### src/rtl/mdio_pkg.sv
package mdio_pkg;

    localparam int PREAMBLE_BITS = 32;
    localparam int DATA_BITS     = 16;
    localparam int FIELD_BITS    = 5;
    // index of first bit time after the register number
    localparam int HDR_END       = PREAMBLE_BITS + 4 + 2 * FIELD_BITS;
    localparam int RD_DATA_FIRST = HDR_END + 1;
    localparam int RD_DATA_LAST  = RD_DATA_FIRST + DATA_BITS - 1;
    localparam int WR_DATA_FIRST = HDR_END + 2;
    localparam int WR_DATA_LAST  = WR_DATA_FIRST + DATA_BITS - 1;
    localparam int RD_LAST_IDX   = RD_DATA_LAST + 1;
    localparam int WR_LAST_IDX   = WR_DATA_LAST + 1;
    localparam int IDX_W         = $clog2(WR_LAST_IDX + 1);

    typedef logic [IDX_W-1:0] bit_idx_t;

    typedef struct packed {
        logic                  is_write;
        logic [FIELD_BITS-1:0] phy;
        logic [FIELD_BITS-1:0] regn;
        logic [DATA_BITS-1:0]  wdata;
    } mgmt_req_t;

    typedef struct packed {
        logic oe;
        logic o;
    } line_t;

    function automatic bit_idx_t last_idx(input logic is_write);
        return is_write ? IDX_W'(WR_LAST_IDX) : IDX_W'(RD_LAST_IDX);
    endfunction

    function automatic logic in_read_window(input bit_idx_t i);
        return (int'(i) >= RD_DATA_FIRST) && (int'(i) <= RD_DATA_LAST);
    endfunction

    // line drive for bit time i of frame r
    function automatic line_t line_bit(input mgmt_req_t r, input bit_idx_t i);
        line_t l;
        int    n;
        n = int'(i);
        l = '{oe: 1'b0, o: 1'b0};
        if (n < PREAMBLE_BITS) begin
            l = '{oe: 1'b1, o: 1'b1};
        end else if (n == PREAMBLE_BITS) begin
            l = '{oe: 1'b1, o: 1'b0};
        end else if (n == PREAMBLE_BITS + 1) begin
            l = '{oe: 1'b1, o: 1'b1};
        end else if (n == PREAMBLE_BITS + 2) begin
            l = '{oe: 1'b1, o: !r.is_write};
        end else if (n == PREAMBLE_BITS + 3) begin
            l = '{oe: 1'b1, o: r.is_write};
        end else if (n < PREAMBLE_BITS + 4 + FIELD_BITS) begin
            l = '{oe: 1'b1, o: r.phy[3'(PREAMBLE_BITS + 3 + FIELD_BITS - n)]};
        end else if (n < HDR_END) begin
            l = '{oe: 1'b1, o: r.regn[3'(HDR_END - 1 - n)]};
        end else if (r.is_write && n >= WR_DATA_FIRST && n <= WR_DATA_LAST) begin
            l = '{oe: 1'b1, o: r.wdata[4'(WR_DATA_LAST - n)]};
        end
        return l;
    endfunction

endpackage

### src/rtl/mdio_half_tick.sv
module mdio_half_tick #(
    parameter int HALF_DIV = 3
) (
    input  logic clk,
    input  logic rst,
    input  logic run,
    output logic tick
);
    localparam int CW = (HALF_DIV > 1) ? $clog2(HALF_DIV) : 1;

    logic [CW-1:0] cnt_q;

    assign tick = run && (cnt_q == CW'(HALF_DIV - 1));

    always_ff @(posedge clk) begin
        if (rst || !run) begin
            cnt_q <= '0;
        end else if (tick) begin
            cnt_q <= '0;
        end else begin
            cnt_q <= cnt_q + 1'b1;
        end
    end


    half_wrap_chk: assert property (@(posedge clk) disable iff (rst)
        tick |=> (cnt_q == '0));

endmodule

### src/rtl/mdio_in_sync.sv
module mdio_in_sync #(
    parameter int STAGES = 2
) (
    input  logic clk,
    input  logic rst,
    input  logic d,
    output logic q
);
    logic [STAGES-1:0] sh_q;

    always_ff @(posedge clk) begin
        if (rst) begin
            sh_q <= '0;
        end else begin
            sh_q <= {sh_q[STAGES-2:0], d};
        end
    end

    assign q = sh_q[STAGES-1];

endmodule

### src/rtl/mdio_frame_seq.sv
module mdio_frame_seq
    import mdio_pkg::*;
(
    input  logic                 clk,
    input  logic                 rst,
    input  logic                 start,
    input  mgmt_req_t            req_in,
    input  logic                 tick,
    input  logic                 mdi_s,
    output logic                 busy,
    output logic                 phase,
    output bit_idx_t             idx,
    output mgmt_req_t            req,
    output logic [DATA_BITS-1:0] rdata,
    output logic                 done
);
    logic                 busy_q;
    logic                 phase_q;
    bit_idx_t             idx_q;
    mgmt_req_t            req_q;
    logic [DATA_BITS-1:0] rdata_q;
    logic                 done_q;
    logic                 sample_now;

    assign sample_now = busy_q && tick && phase_q && !req_q.is_write
                        && in_read_window(idx_q);

    always_ff @(posedge clk) begin
        if (rst) begin
            busy_q  <= 1'b0;
            phase_q <= 1'b0;
            idx_q   <= '0;
            req_q   <= '0;
            rdata_q <= '0;
            done_q  <= 1'b0;
        end else begin
            done_q <= 1'b0;
            if (!busy_q) begin
                if (start) begin
                    busy_q  <= 1'b1;
                    phase_q <= 1'b0;
                    idx_q   <= '0;
                    req_q   <= req_in;
                end
            end else if (tick) begin
                phase_q <= !phase_q;
                if (phase_q) begin
                    if (idx_q == last_idx(req_q.is_write)) begin
                        busy_q <= 1'b0;
                        done_q <= 1'b1;
                    end else begin
                        idx_q <= idx_q + 1'b1;
                    end
                end
            end
            if (sample_now) begin
                rdata_q <= {rdata_q[DATA_BITS-2:0], mdi_s};
            end
        end
    end

    assign busy  = busy_q;
    assign phase = phase_q;
    assign idx   = idx_q;
    assign req   = req_q;
    assign rdata = rdata_q;
    assign done  = done_q;


    start_ignored_chk: assert property (@(posedge clk) disable iff (rst)
        (busy_q && start) |=> $stable(req_q));

    done_pulse_chk: assert property (@(posedge clk) disable iff (rst)
        done_q |=> !done_q);

    done_after_frame_chk: assert property (@(posedge clk) disable iff (rst)
        done_q |-> (!busy_q && $past(busy_q)));

    phase_hold_chk: assert property (@(posedge clk) disable iff (rst)
        (busy_q && !tick) |=> ($stable(phase_q) && $stable(idx_q)));

    idx_bound_chk: assert property (@(posedge clk) disable iff (rst)
        busy_q |-> (idx_q <= last_idx(req_q.is_write)));

    write_keeps_rdata_chk: assert property (@(posedge clk) disable iff (rst)
        (busy_q && req_q.is_write) |=> $stable(rdata_q));

endmodule

### src/rtl/mdio_frame_master.sv
module mdio_frame_master
    import mdio_pkg::*;
#(
    parameter int HALF_DIV    = 3,
    parameter int SYNC_STAGES = 2
) (
    input  logic        clk,
    input  logic        rst,
    input  logic        start_i,
    input  logic        is_write_i,
    input  logic [4:0]  phy_addr_i,
    input  logic [4:0]  reg_addr_i,
    input  logic [15:0] wdata_i,
    output logic [15:0] rdata_o,
    output logic        done_o,
    output logic        mdc_o,
    output logic        mdo_o,
    output logic        mdoe_o,
    input  logic        mdi_i
);
    logic      tick;
    logic      mdi_s;
    logic      busy;
    logic      phase;
    bit_idx_t  idx;
    mgmt_req_t req_in;
    mgmt_req_t req;
    line_t     drive;

    assign req_in = '{is_write: is_write_i, phy: phy_addr_i,
                      regn: reg_addr_i, wdata: wdata_i};

    mdio_half_tick #(.HALF_DIV(HALF_DIV)) u_tick (
        .clk  (clk),
        .rst  (rst),
        .run  (busy),
        .tick (tick)
    );

    mdio_in_sync #(.STAGES(SYNC_STAGES)) u_sync (
        .clk (clk),
        .rst (rst),
        .d   (mdi_i),
        .q   (mdi_s)
    );

    mdio_frame_seq u_seq (
        .clk    (clk),
        .rst    (rst),
        .start  (start_i),
        .req_in (req_in),
        .tick   (tick),
        .mdi_s  (mdi_s),
        .busy   (busy),
        .phase  (phase),
        .idx    (idx),
        .req    (req),
        .rdata  (rdata_o),
        .done   (done_o)
    );

    always_comb begin
        drive = '{oe: 1'b0, o: 1'b0};
        if (busy) begin
            drive = line_bit(req, idx);
        end
    end

    assign mdc_o  = busy && phase;
    assign mdoe_o = drive.oe;
    assign mdo_o  = drive.o;


    mdo_gated_chk: assert property (@(posedge clk) disable iff (rst)
        !mdoe_o |-> !mdo_o);

    idle_at_done_chk: assert property (@(posedge clk) disable iff (rst)
        done_o |-> (!mdc_o && !mdoe_o && !mdo_o));

endmodule

### config.mk
export PLATFORM = sky130hd
export DESIGN_NAME = mdio_frame_master
export DESIGN_NICKNAME = d
export VERILOG_FILES = /design/src/rtl/mdio_pkg.sv /design/src/rtl/mdio_half_tick.sv /design/src/rtl/mdio_in_sync.sv /design/src/rtl/mdio_frame_seq.sv /design/src/rtl/mdio_frame_master.sv
export SDC_FILE = /design/constraint.sdc
export NUM_CORES = 1
export LEC_CHECK = 0
export BUFFER_PORTS_ARGS = -buffer_cell sky130_fd_sc_hd__buf_2
export CORE_ASPECT_RATIO = 0.6
export CORE_MARGIN = 2
export CORE_UTILIZATION = 50
export CTS_CLUSTER_DIAMETER = 200
export DETAILED_ROUTE_END_ITERATION = 8
export PLACE_DENSITY = 0.76
export SLEW_MARGIN = 30
export SYNTH_ARGS = -nofsm -noshare
export SYNTH_HDL_FRONTEND = slang
export SYNTH_HIERARCHICAL = 1
export SYNTH_SLANG_ARGS = --single-unit
### constraint.sdc
create_clock -name clk -period 2.72 [get_ports clk]
set_input_delay 0.544 -clock clk [delete_from_list [all_inputs] [get_ports clk]]
set_output_delay 0.544 -clock clk [all_outputs]
set_load 0.02 [all_outputs]
# ---- Word-level counts from Yosys, hierarchy flattened
# Index checks and enable logic that the tools add are counted.
dict set report word_totals {
  inputBits 31
  wordCells 90
  output_inout_bits 20
  ff_bits 57
}
dict set report classes {
  reduce_logical 19
  n_mux 33
  add_sub_neg 5
  eq_ne 9
  order_cmp 10
  bitwise_logic 3
}
# operator n
set ops {}
lappend ops {{7-bit two-way mux} 6}
lappend ops {{7-bit == test, second input constant} 4}
lappend ops {{7-bit by 6-bit less-than comparator with 1-bit output, second input constant} 3}
lappend ops {{2-bit two-way mux} 9}
lappend ops {{1-bit two-way mux} 15}
lappend ops {{7-bit by 6-bit greater-or-equal comparator with 1-bit output, second input constant} 2}
lappend ops {{7-bit by 6-bit less-or-equal comparator with 1-bit output, second input constant} 2}
lappend ops {{3-bit by 5-bit less-than comparator with 1-bit output, second input constant} 2}
lappend ops {{1-bit logical AND} 9}
lappend ops {{7-bit by 1-bit adder with 7-bit output, second input constant} 1}
lappend ops {{7-bit == test} 1}
lappend ops {{1-bit binary-select mux with 3-bit select} 2}
lappend ops {{4-bit by 6-bit less-than comparator with 1-bit output, second input constant} 1}
lappend ops {{1-bit binary-select mux with 4-bit select} 1}
lappend ops {{2-bit != test, second input constant} 2}
lappend ops {{2-bit AND reduction} 2}
lappend ops {{4-bit AND reduction} 1}
lappend ops {{4-bit OR reduction} 1}
lappend ops {{4-bit subtractor, first input constant} 1}
lappend ops {{1-bit zero test} 3}
lappend ops {{1-bit inverter} 3}
lappend ops {{1-bit by 3-bit subtractor with 3-bit output, first input constant} 1}
lappend ops {{3-bit subtractor, first input constant} 1}
lappend ops {{2-bit by 1-bit adder with 2-bit output, second input constant} 1}
lappend ops {{other kinds (5)} 5}

# ---- Longest topological paths before layout
# Gate-level depths: netlist of run 1.
dict set report depth {
  depth_word 13
  ltp_mapped 9
  depth_no_buf 8
}

# ---- Modules after synthesis
# Netlist of run 1, hierarchy kept.
# module cells_each seq_area_each_um2 area_per_inst_um2 n_inst
set modules_own_cells {}
lappend modules_own_cells {mdio_frame_seq 242 1061.0 2138.3 1}
lappend modules_own_cells {mdio_frame_master 72 0.0 556.8 1}
lappend modules_own_cells {mdio_half_tick 7 40.0 81.3 1}
lappend modules_own_cells {mdio_in_sync 4 40.0 52.6 1}

# ---- Worst setup path before layout of run 1
# Ideal clock, no wire load.
dict set report synth_timing {
  path_type {reg-to-output}
  startpoint {reg u_seq.idx_q[1], in the netlist u_seq/idx[1]}
  endpoint {out mdo_o}
  path_stages_with_launch 8
  setup_slack_ps -271
  path_buffers 0
  required_time_ps 2176
  arrival_time_ps 2447
  cell_sequence {dfxtp_1 > inv_1 > ha_1 > xor2_1 > mux2_2 > o21ai_0 > o22ai_1 > a2111oi_2}
}
dict set report synth_between {
  elab_chain_cells 13
  word_cells_on_any_way 32
  cone_classes {3 x add/sub; 5 x order compare; 4 x eq/ne; 18 x mux; 2 x reduce/logical}
}
# item line_no
set synth_rtl {}
lappend synth_rtl {{start, declared} mdio_frame_seq.sv:19} ;# bit_idx_t idx_q;
lappend synth_rtl {{start signal, assigned} mdio_frame_seq.sv:52} ;# idx_q <= idx_q + 1'b1;
lappend synth_rtl {{4-bit subtractor} mdio_pkg.sv:59} ;# l = '{oe: 1'b1, o: r.wdata[4'(WR_DATA_LAST - n)]};
lappend synth_rtl {{1-bit binary-select mux with 4-bit select} mdio_pkg.sv:59}
lappend synth_rtl {{1-bit two-way mux (not written as such) (2 in series)} mdio_pkg.sv:59}
lappend synth_rtl {{2-bit two-way mux} mdio_pkg.sv:58} ;# end else if (r.is_write && n >= WR_DATA_FIRST && n <= WR_DATA_LAST) begin
lappend synth_rtl {{2-bit two-way mux} mdio_pkg.sv:56} ;# end else if (n < HDR_END) begin
lappend synth_rtl {{2-bit two-way mux} mdio_pkg.sv:54} ;# end else if (n < PREAMBLE_BITS + 4 + FIELD_BITS) begin
lappend synth_rtl {{2-bit two-way mux} mdio_pkg.sv:52} ;# end else if (n == PREAMBLE_BITS + 3) begin
lappend synth_rtl {{2-bit two-way mux} mdio_pkg.sv:50} ;# end else if (n == PREAMBLE_BITS + 2) begin
lappend synth_rtl {{2-bit two-way mux} mdio_pkg.sv:48} ;# end else if (n == PREAMBLE_BITS + 1) begin
lappend synth_rtl {{2-bit two-way mux} mdio_pkg.sv:46} ;# end else if (n == PREAMBLE_BITS) begin
lappend synth_rtl {{2-bit two-way mux *} mdio_pkg.sv:44} ;# if (n < PREAMBLE_BITS) begin
lappend synth_rtl {{2-bit two-way mux *} mdio_frame_master.sv:64} ;# if (busy) begin
lappend synth_rtl {{end, declared} mdio_frame_master.sv:17} ;# output logic mdo_o,
# Mark *: on every way between the ends. The rest lies on a longest branch, timed or not. The select of a mux whose other input is x is not followed.

# ---- Worst setup path after layout of run 1
# Ends and elaborated chain as after synthesis.

==> impl_metrics.prom, run 1 <==
# TYPE chip_impl_metric gauge
chip_impl_info{name="result_of_the_run",value="finished, violations left"} 1
chip_impl_info{name="violations_in_the_final_reports",value="negative setup slack"} 1
chip_impl_metric{name="post-place-ws",unit="ns"} -0.003626
chip_impl_metric{name="final_ant_viol_nets",unit=""} 0
chip_impl_metric{name="grt_overflow",unit=""} 0
chip_impl_metric{name="avgRoutedWirePerCell",unit="µm"} 14.84
chip_impl_metric{name="post-route-period-util",unit=""} 1.010
chip_impl_metric{name="postSynthNetCount",unit=""} 366
chip_impl_metric{name="syn-cell-area",unit="µm²"} 2829
chip_impl_metric{name="cts.reportedPaths.clkPinSlew",unit="ns"} 0.06
chip_impl_info{name="startpoint",value="u_seq/idx[1]"} 1
chip_impl_metric{name="crit_path_max_fanout",unit=""} 4
chip_impl_info{name="clock-root-buffer",value="sky130_fd_sc_hd__clkbuf_8"} 1
chip_impl_metric{name="layout_min_cycle_time",unit="ns"} 2.746
chip_impl_info{name="critical_path_launch_point_type",value="flop"} 1
chip_impl_info{name="cell_by_cell_listing_of_the_critical_path",value="inv_4 > ha_4 > xor2_4 > mux2_4 > o21ai_2 > o22ai_2 > a2111oi_4 > buf_4"} 1
chip_impl_metric{name="htree_levels",unit=""} 3
chip_impl_metric{name="number_of_storage_elements_in_the_synthesis_netlist",unit=""} 57
chip_impl_metric{name="floorplan.initialDensity",unit=""} 0.5127
chip_impl_metric{name="clock_skew",unit="ns"} 0.008324
chip_impl_metric{name="met3WireLength",unit="µm"} 527
chip_impl_metric{name="critPathMaxStageDelay",unit="ns"} 0.36
chip_impl_metric{name="synth_enable_flop_cells",unit=""} 0
chip_impl_metric{name="final-hold-violation-count",unit=""} 0
chip_impl_info{name="timing.hold.worst.class",value="in2reg"} 1
chip_impl_metric{name="die_x",unit="µm"} 101.1
chip_impl_metric{name="synth_cells",unit=""} 325
chip_impl_metric{name="post-route-worst-setup-slack",unit="ns"} -0.02636
chip_impl_metric{name="wirelength_met1",unit="µm"} 3134
chip_impl_metric{name="cellPowerDensity",unit="nW/µm²"} 500.3
chip_impl_info{name="mostFrequentLayoutCell",value="sky130_fd_sc_hd__nand2_1"} 1
chip_impl_metric{name="final_core_util",unit=""} 0.6460
chip_impl_info{name="worst_setup_path_end_kind",value="output pin"} 1
chip_impl_info{name="holdCritStartpoint",value="mdi_i"} 1
chip_impl_metric{name="finalSetupViolations",unit=""} 1
chip_impl_metric{name="total_leakage_power",unit="nW"} 1.344
chip_impl_metric{name="max_cap_violations",unit=""} 0
chip_impl_metric{name="wl_met2",unit="µm"} 3022
chip_impl_info{name="reg2reg_from",value="u_tick/cnt_q[0]"} 1
chip_impl_metric{name="synthArstFlopShare",unit=""} 0
chip_impl_metric{name="finalNetCount",unit=""} 425
chip_impl_metric{name="worst_ep_arrival_time",unit="ns"} 2.20
chip_impl_metric{name="total_number_of_yosys_warnings",unit=""} 6
chip_impl_metric{name="clockBufferDepth",unit=""} 2
chip_impl_metric{name="clock_sinks",unit=""} 57
chip_impl_info{name="family_with_the_most_delay_on_the_worst_path",value="compound AO/OA/AOI/OAI gates"} 1
chip_impl_metric{name="floorplan.die.height",unit="µm"} 62.27
chip_impl_info{name="rsz0062_at_grt",value="true"} 1
chip_impl_info{name="critical-path-slowest-cell",value="sky130_fd_sc_hd__dfxtp_4"} 1
chip_impl_info{name="tritoncts",value="yes"} 1
chip_impl_metric{name="worst-path-buf-inv",unit=""} 2
chip_impl_metric{name="gpl.final_weighted_congestion",unit=""} 0.8175
chip_impl_info{name="synth_ff_type",value="sky130_fd_sc_hd__dfxtp_1"} 1
chip_impl_metric{name="normalized_max_slew_margin",unit=""} 0.4494
chip_impl_metric{name="multi_input_area",unit="µm²"} 1712
chip_impl_metric{name="synth.avg_cell_area",unit="µm²"} 8.705
chip_impl_metric{name="globalRouteTotalUtil",unit=""} 0.2292
chip_impl_metric{name="worst_skew_pair.late_latency",unit="ns"} 0.34
chip_impl_metric{name="drc",unit=""} 0
chip_impl_metric{name="sequential_element_share_of_the_synthesized_area",unit=""} 0.4034
chip_impl_metric{name="irDropWorstVdd",unit="µV"} 352.2
chip_impl_metric{name="largest_net_degree_at_the_start_of_global_routing",unit=""} 31
chip_impl_metric{name="port-buffer-count",unit=""} 50
chip_impl_info{name="highest-signal-layer",value="met4"} 1
chip_impl_metric{name="viasPerCell",unit=""} 5.605
chip_impl_metric{name="post_cts_hold_buffers",unit=""} 0
chip_impl_metric{name="drt-total-wl",unit="µm"} 6795
chip_impl_metric{name="post_route_cells_drive_above_1_share",unit=""} 0.3162
chip_impl_metric{name="antenna_found_initial",unit=""} 0
chip_impl_metric{name="first_iter_violations",unit=""} 198
chip_impl_metric{name="area_delta_synth_final",unit="%"} 26.01
chip_impl_metric{name="number_of_inserted_diodes",unit=""} 0
chip_impl_metric{name="via_count_of_the_first_global_routing_pass",unit=""} 2398
chip_impl_metric{name="final-max-slew-violation-count",unit=""} 0
chip_impl_metric{name="tritoncts.num_buffers",unit=""} 9
chip_impl_metric{name="worst-endpoint-required",unit="ns"} 2.18
chip_impl_metric{name="drt-pass1-iter-count",unit=""} 4
chip_impl_metric{name="yosys.cell_types.count",unit=""} 58
chip_impl_metric{name="layout.filler_cells",unit=""} 451
chip_impl_metric{name="boundaryPins",unit=""} 51
chip_impl_metric{name="core.rowCount",unit=""} 21
chip_impl_metric{name="core_region_area",unit="µm²"} 5518
chip_impl_metric{name="timing.fmax",unit="MHz"} 364.1
chip_impl_metric{name="hpwl_reported_at_the_end_of_detailed_placement",unit="µm"} 4579
chip_impl_metric{name="global_route_wire_length_before_repair",unit="µm"} 11250
chip_impl_info{name="timing.setup.critical_path_class",value="reg2out"} 1
chip_impl_metric{name="worstMarginPinSlew",unit="ns"} 0.8259
chip_impl_metric{name="die-area",unit="µm²"} 6295
chip_impl_metric{name="ff_latch_area",unit="µm²"} 1151
chip_impl_info{name="most-common-layout-cells",value="61 x sky130_fd_sc_hd__nand2_1, 53 x sky130_fd_sc_hd__dfxtp_1, 49 x sky130_fd_sc_hd__buf_2, 36 x sky130_fd_sc_hd__a21oi_1, 27 x sky130_fd_sc_hd__mux2i_1"} 1
chip_impl_metric{name="route.vias.total",unit=""} 2567
## per-layer routing
metal  vias to the layer above  track usage
met5                         -            0
li1                       1269            -
met2                        89       0.3320
met4                         0      0.09122
met3                        13      0.09009
met1                      1196       0.3055
## metrics by stage
step	std cells	setup TNS (ns)	total power, mW	instance area [µm²]	hold slack [ns]
final	458	-0.02636	1.783	3565	0.4105
after global placement	439	0	1.014	3164	0.4110
after detailed placement	439	-0.003626	1.019	3164	0.4186
after floorplan	325	0	0.9691	2844	0.3981
after CTS	457	-0.06869	1.799	3493	0.3957
after global routing	458	-0.1720	1.856	3565	0.3988
## cells in the mapped netlist (2+ instances only)
cell type,count,area [µm²]
sky130_fd_sc_hd__a211oi_1,2,15.01
sky130_fd_sc_hd__a21o_1,2,15.01
sky130_fd_sc_hd__a21oi_1,36,180.2
sky130_fd_sc_hd__a221oi_1,2,17.52
sky130_fd_sc_hd__a22oi_1,2,15.01
sky130_fd_sc_hd__a311oi_1,3,26.28
sky130_fd_sc_hd__a31oi_1,5,31.28
sky130_fd_sc_hd__and2_2,2,15.01
sky130_fd_sc_hd__buf_1,3,11.26
sky130_fd_sc_hd__buf_2,2,10.01
sky130_fd_sc_hd__buf_6,4,45.04
sky130_fd_sc_hd__clkbuf_1,8,30.03
sky130_fd_sc_hd__dfxtp_1,57,1141
sky130_fd_sc_hd__ha_1,10,125.1
sky130_fd_sc_hd__inv_1,8,30.03
sky130_fd_sc_hd__mux2_2,2,22.52
sky130_fd_sc_hd__mux2i_1,27,270.3
sky130_fd_sc_hd__nand2_1,61,229.0
sky130_fd_sc_hd__nand2b_1,6,37.54
sky130_fd_sc_hd__nand3_1,8,40.04
sky130_fd_sc_hd__nand3b_1,2,15.01
sky130_fd_sc_hd__nor2_1,25,93.84
sky130_fd_sc_hd__nor2b_1,3,18.77
sky130_fd_sc_hd__nor3_1,4,20.02
sky130_fd_sc_hd__nor4_1,2,12.51
sky130_fd_sc_hd__nor4b_1,2,17.52
sky130_fd_sc_hd__o211ai_1,2,15.01
sky130_fd_sc_hd__o21ai_0,2,10.01
sky130_fd_sc_hd__o22ai_1,2,12.51
sky130_fd_sc_hd__o31ai_1,2,15.01
sky130_fd_sc_hd__or2_2,2,12.51
## cell type report
cell class,count,share of cell area
sequential,57,0.3229
clock buffer,10,0.03580
inverter,8,0.009126
timing repair buffer,66,0.1088
tap,69,0.02422
multi-input combinational,242,0.4802
clock inverter,6,0.01895
## path summary, 6_finish.rpt
check                    end  slack [ns]  cells past startpoint
max reg2reg   u_seq/rdata[2]        0.61                      8
min           u_sync/sh_q[0]        0.41                      2
max                    mdo_o       -0.03                      8
min reg2reg  u_tick/cnt_q[0]        0.43                      1
## report_power, final
group | internal, mW | switching, mW
registers | 0.859 | 0.0149
clock network | 0.425 | 0.355
logic | 0.0536 | 0.0760
total | 1.34 | 0.446
## kinds of logic after synthesis
kind of cell             share of synthesized area
multiplexers                                0.1137
XOR/XNOR                                  0.003097
flip-flops                                  0.4034
buffers and inverters                      0.05175
AO/OA/AOI/OAI                               0.1650
adder cells (fa/ha/maj)                    0.04423
AND/OR/NAND/NOR                             0.2189
## flip-flops by register name, summed over array words and instances, names as in the netlist
register      flops
u_seq/done        1
u_seq/idx         7
u_sync/sh_q       2
u_seq/rdata      16
u_seq/busy        1
u_seq/req        27
u_seq/phase       1
u_tick/cnt_q      2
## repair_timing
item,CTS,global route
endpoints found under the setup margin,1,1
resized for setup,26,11
cloned,0,0
setup buffers,2,1
pin swaps,8,7
No activity file was read; power rests on OpenSTA's default activity.
==> run 2, diff against run 1 <==
- CORE_ASPECT_RATIO: 0.6 -> default
- CORE_MARGIN: 2 -> default
==> run 2 against run 1 <==
  * The run still ends with negative setup slack left
  * Cell count up 0.22%
  * Highest routed layer unchanged
  * Count of clock-buffer cells in the layout down 1
  * Largest power group unchanged
  * Non-clock buffer count down 1
  * Clock skew down 0.0029 ns
  * Core utilization down 0.52 points
  * Worst setup slack better by 0.017 ns
  * Critical endpoint unchanged
  * Final area down 1.6%
  * Via count down 2.5%
==> impl_metrics.prom, run 2 (synthesis gave the netlist of run 1 again) <==
# TYPE chip_impl_metric gauge
chip_impl_info{name="result_of_the_run",value="finished, violations left"} 1
chip_impl_info{name="violations_in_the_final_reports",value="negative setup slack"} 1
chip_impl_metric{name="post-place-cells",unit=""} 441
chip_impl_metric{name="postPlaceCellArea",unit="µm²"} 3161
chip_impl_metric{name="post-route-worst-setup-slack",unit="ns"} -0.009250
chip_impl_metric{name="largest_net_degree_at_the_start_of_global_routing",unit=""} 41
chip_impl_metric{name="route.vias.total",unit=""} 2502
chip_impl_metric{name="final_design_area_no_fill",unit="µm²"} 3507
chip_impl_metric{name="post_cts_hold_buffers",unit=""} 0
chip_impl_metric{name="cts.reportedPaths.clkPinSlew",unit="ns"} 0.07
chip_impl_metric{name="grt_overflow",unit=""} 0
chip_impl_metric{name="crit_path_max_fanout",unit=""} 4
chip_impl_metric{name="drt-total-wl",unit="µm"} 6350
chip_impl_metric{name="worst_skew_pair.late_latency",unit="ns"} 0.34
chip_impl_info{name="critical-path-slowest-cell",value="sky130_fd_sc_hd__dfxtp_4"} 1
chip_impl_metric{name="port-buffer-count",unit=""} 50
chip_impl_info{name="timing.hold.worst.class",value="in2reg"} 1
chip_impl_metric{name="clock_sinks",unit=""} 57
chip_impl_info{name="rsz0062_at_grt",value="true"} 1
chip_impl_metric{name="normalized_max_slew_margin",unit=""} 0.6074
chip_impl_metric{name="die_x",unit="µm"} 77.22
chip_impl_info{name="worst_setup_path_end_kind",value="output pin"} 1
chip_impl_metric{name="drt-pass1-iter-count",unit=""} 4
chip_impl_metric{name="irDropWorstVdd",unit="µV"} 525.1
chip_impl_metric{name="hpwl_reported_at_the_end_of_detailed_placement",unit="µm"} 4184
chip_impl_metric{name="floorplan.die.height",unit="µm"} 77.22
chip_impl_info{name="clock-root-buffer",value="sky130_fd_sc_hd__clkbuf_8"} 1
chip_impl_metric{name="worstMarginPinSlew",unit="ns"} 0.5889
chip_impl_metric{name="number_of_inserted_diodes",unit=""} 0
chip_impl_metric{name="power.total",unit="mW"} 1.680
chip_impl_metric{name="final-hold-violation-count",unit=""} 0
chip_impl_metric{name="final-max-slew-violation-count",unit=""} 0
chip_impl_info{name="cell_by_cell_listing_of_the_critical_path",value="inv_4 > buf_6 > ha_4 > nand2b_4 > a2111oi_4 > a311oi_1 > and3_1 > a2111oi_4 > buf_4"} 1
chip_impl_metric{name="largest_register_ff_count",unit=""} 27
chip_impl_metric{name="final_ant_viol_nets",unit=""} 0
chip_impl_metric{name="core_region_area",unit="µm²"} 5473
chip_impl_metric{name="tritoncts.num_buffers",unit=""} 9
chip_impl_metric{name="clockBufferDepth",unit=""} 2
chip_impl_metric{name="layout_min_cycle_time",unit="ns"} 2.729
chip_impl_metric{name="drc",unit=""} 0
chip_impl_info{name="mostFrequentLayoutCell",value="sky130_fd_sc_hd__nand2_1"} 1
chip_impl_metric{name="post-route-period-util",unit=""} 1.003
chip_impl_metric{name="htree_levels",unit=""} 3
chip_impl_metric{name="globalRouteTotalUtil",unit=""} 0.2169
chip_impl_metric{name="finalSetupViolations",unit=""} 1
chip_impl_info{name="critical_path_launch_point_type",value="flop"} 1
chip_impl_metric{name="gpl.final_weighted_congestion",unit=""} 0.8936
chip_impl_metric{name="viasPerCell",unit=""} 5.451
chip_impl_metric{name="avgRoutedWirePerCell",unit="µm"} 13.83
chip_impl_metric{name="worst-endpoint-required",unit="ns"} 2.18
chip_impl_metric{name="boundaryPins",unit=""} 51
chip_impl_metric{name="layout.filler_cells",unit=""} 478
chip_impl_metric{name="via_count_of_the_first_global_routing_pass",unit=""} 2214
chip_impl_metric{name="first_iter_violations",unit=""} 171
chip_impl_metric{name="clock_skew",unit="ns"} 0.005427
chip_impl_metric{name="max_cap_violations",unit=""} 0
chip_impl_metric{name="floorplan.initialDensity",unit=""} 0.5169
chip_impl_info{name="timing.setup.critical_path_class",value="reg2out"} 1
chip_impl_metric{name="total_leakage_power",unit="nW"} 1.329
chip_impl_metric{name="worst_r2r_path_depth",unit=""} 8
chip_impl_metric{name="cellPowerDensity",unit="nW/µm²"} 478.9
chip_impl_metric{name="post_route_cells_drive_above_1_share",unit=""} 0.3049
chip_impl_info{name="most-common-layout-cells",value="61 x sky130_fd_sc_hd__nand2_1, 53 x sky130_fd_sc_hd__dfxtp_1, 49 x sky130_fd_sc_hd__buf_2, 36 x sky130_fd_sc_hd__a21oi_1, 27 x sky130_fd_sc_hd__mux2i_1"} 1
chip_impl_metric{name="finalNetCount",unit=""} 424
chip_impl_metric{name="antenna_found_initial",unit=""} 0
chip_impl_metric{name="global_route_wire_length_before_repair",unit="µm"} 10250
chip_impl_metric{name="core.rowCount",unit=""} 27
chip_impl_metric{name="timing.fmax",unit="MHz"} 366.4
chip_impl_metric{name="critPathMaxStageDelay",unit="ns"} 0.38
chip_impl_metric{name="finish.cell_count_without_fillers",unit=""} 459
chip_impl_metric{name="area_delta_synth_final",unit="%"} 23.97
chip_impl_metric{name="worst_ep_arrival_time",unit="ns"} 2.19
chip_impl_metric{name="die-area",unit="µm²"} 5963
chip_impl_metric{name="min_delay_path_depth",unit=""} 2
chip_impl_info{name="cp_common_cell",value="sky130_fd_sc_hd__a2111oi_4"} 1
chip_impl_info{name="tritoncts",value="yes"} 1
[run 2: changes by cell type in the layout (fill, tap and decap cells not counted), sizes merged]
cell / before / now
buf: 66 / 65
bufinv: 1 / 0
clkbuf: 10 / 9
clkinv: 2 / 4
inv: 9 / 8
[run 2: report_power, final]
group          switching [mW]  internal, mW  leakage, nW  total (mW)
Sequential             0.0146         0.859        0.467       0.873
Clock                   0.354         0.327       0.0813       0.681
Combinational          0.0731        0.0526        0.781       0.126
Total                   0.441          1.24         1.33        1.68
[run 2: metrics by stage]
stage                 util  setup slack (ns)   TNS (ns)  hold WS, ns
floorplan                -           0.03208          0       0.3981
global placement    0.5775            0.1734          0       0.4092
detailed placement  0.5775           0.07291          0       0.4186
CTS                 0.6317          -0.01941   -0.01941       0.4167
global route        0.6408           -0.1149    -0.1149       0.4363
finish              0.6408         -0.009250  -0.009250       0.4281
[run 2: worst max-delay path, delay by kind of cell (launching register included)]
kind	cells	cell delay [ns]
AOI/OAI and AO/OA	3	0.54
DFF	1	0.38
and+or+nand+nor	2	0.28
adders and majority gates	1	0.28
buffers and inverters	3	0.36
[run 2: worst paths after layout]
check	startpoint	to	slack, ns
worst min register to register	u_tick/cnt_q[0]	u_tick/cnt_q[0]	0.43
worst max-delay path	u_seq/idx[1]	mdo_o	-0.009
worst min-delay path	mdi_i	u_sync/sh_q[0]	0.43
worst max register to register	u_tick/cnt_q[0]	u_seq/rdata[9]	0.65
[run 2: area by class of cell]
| class | count | area, µm² | area share |
|---|---|---|---|
| Clock buffer | 9 | 123.9 | 0.03532 |
| Timing Repair Buffer | 65 | 380.4 | 0.1085 |
| Tap cell | 72 | 90.09 | 0.02569 |
| Sequential cell | 57 | 1151 | 0.3282 |
| Inverter | 8 | 32.53 | 0.009276 |
| Clock inverter | 6 | 46.29 | 0.01320 |
| Multi-Input combinational cell | 242 | 1683 | 0.4798 |
[run 2: timing repair]
| item | CTS | global route |
|---|---|---|
| pin swaps | 7 | 8 |
| setup endpoints to repair | 1 | 1 |
| buffers inserted | 3 | 0 |
| gates resized for setup | 23 | 10 |
[run 2: metal layers]
metal / GRT usage / routed length (µm)
met1: 0.2845 / 2930
met2: 0.3398 / 2973
met3: 0.06905 / 343
met4: 0.06038 / 102
met5: 0 / 0
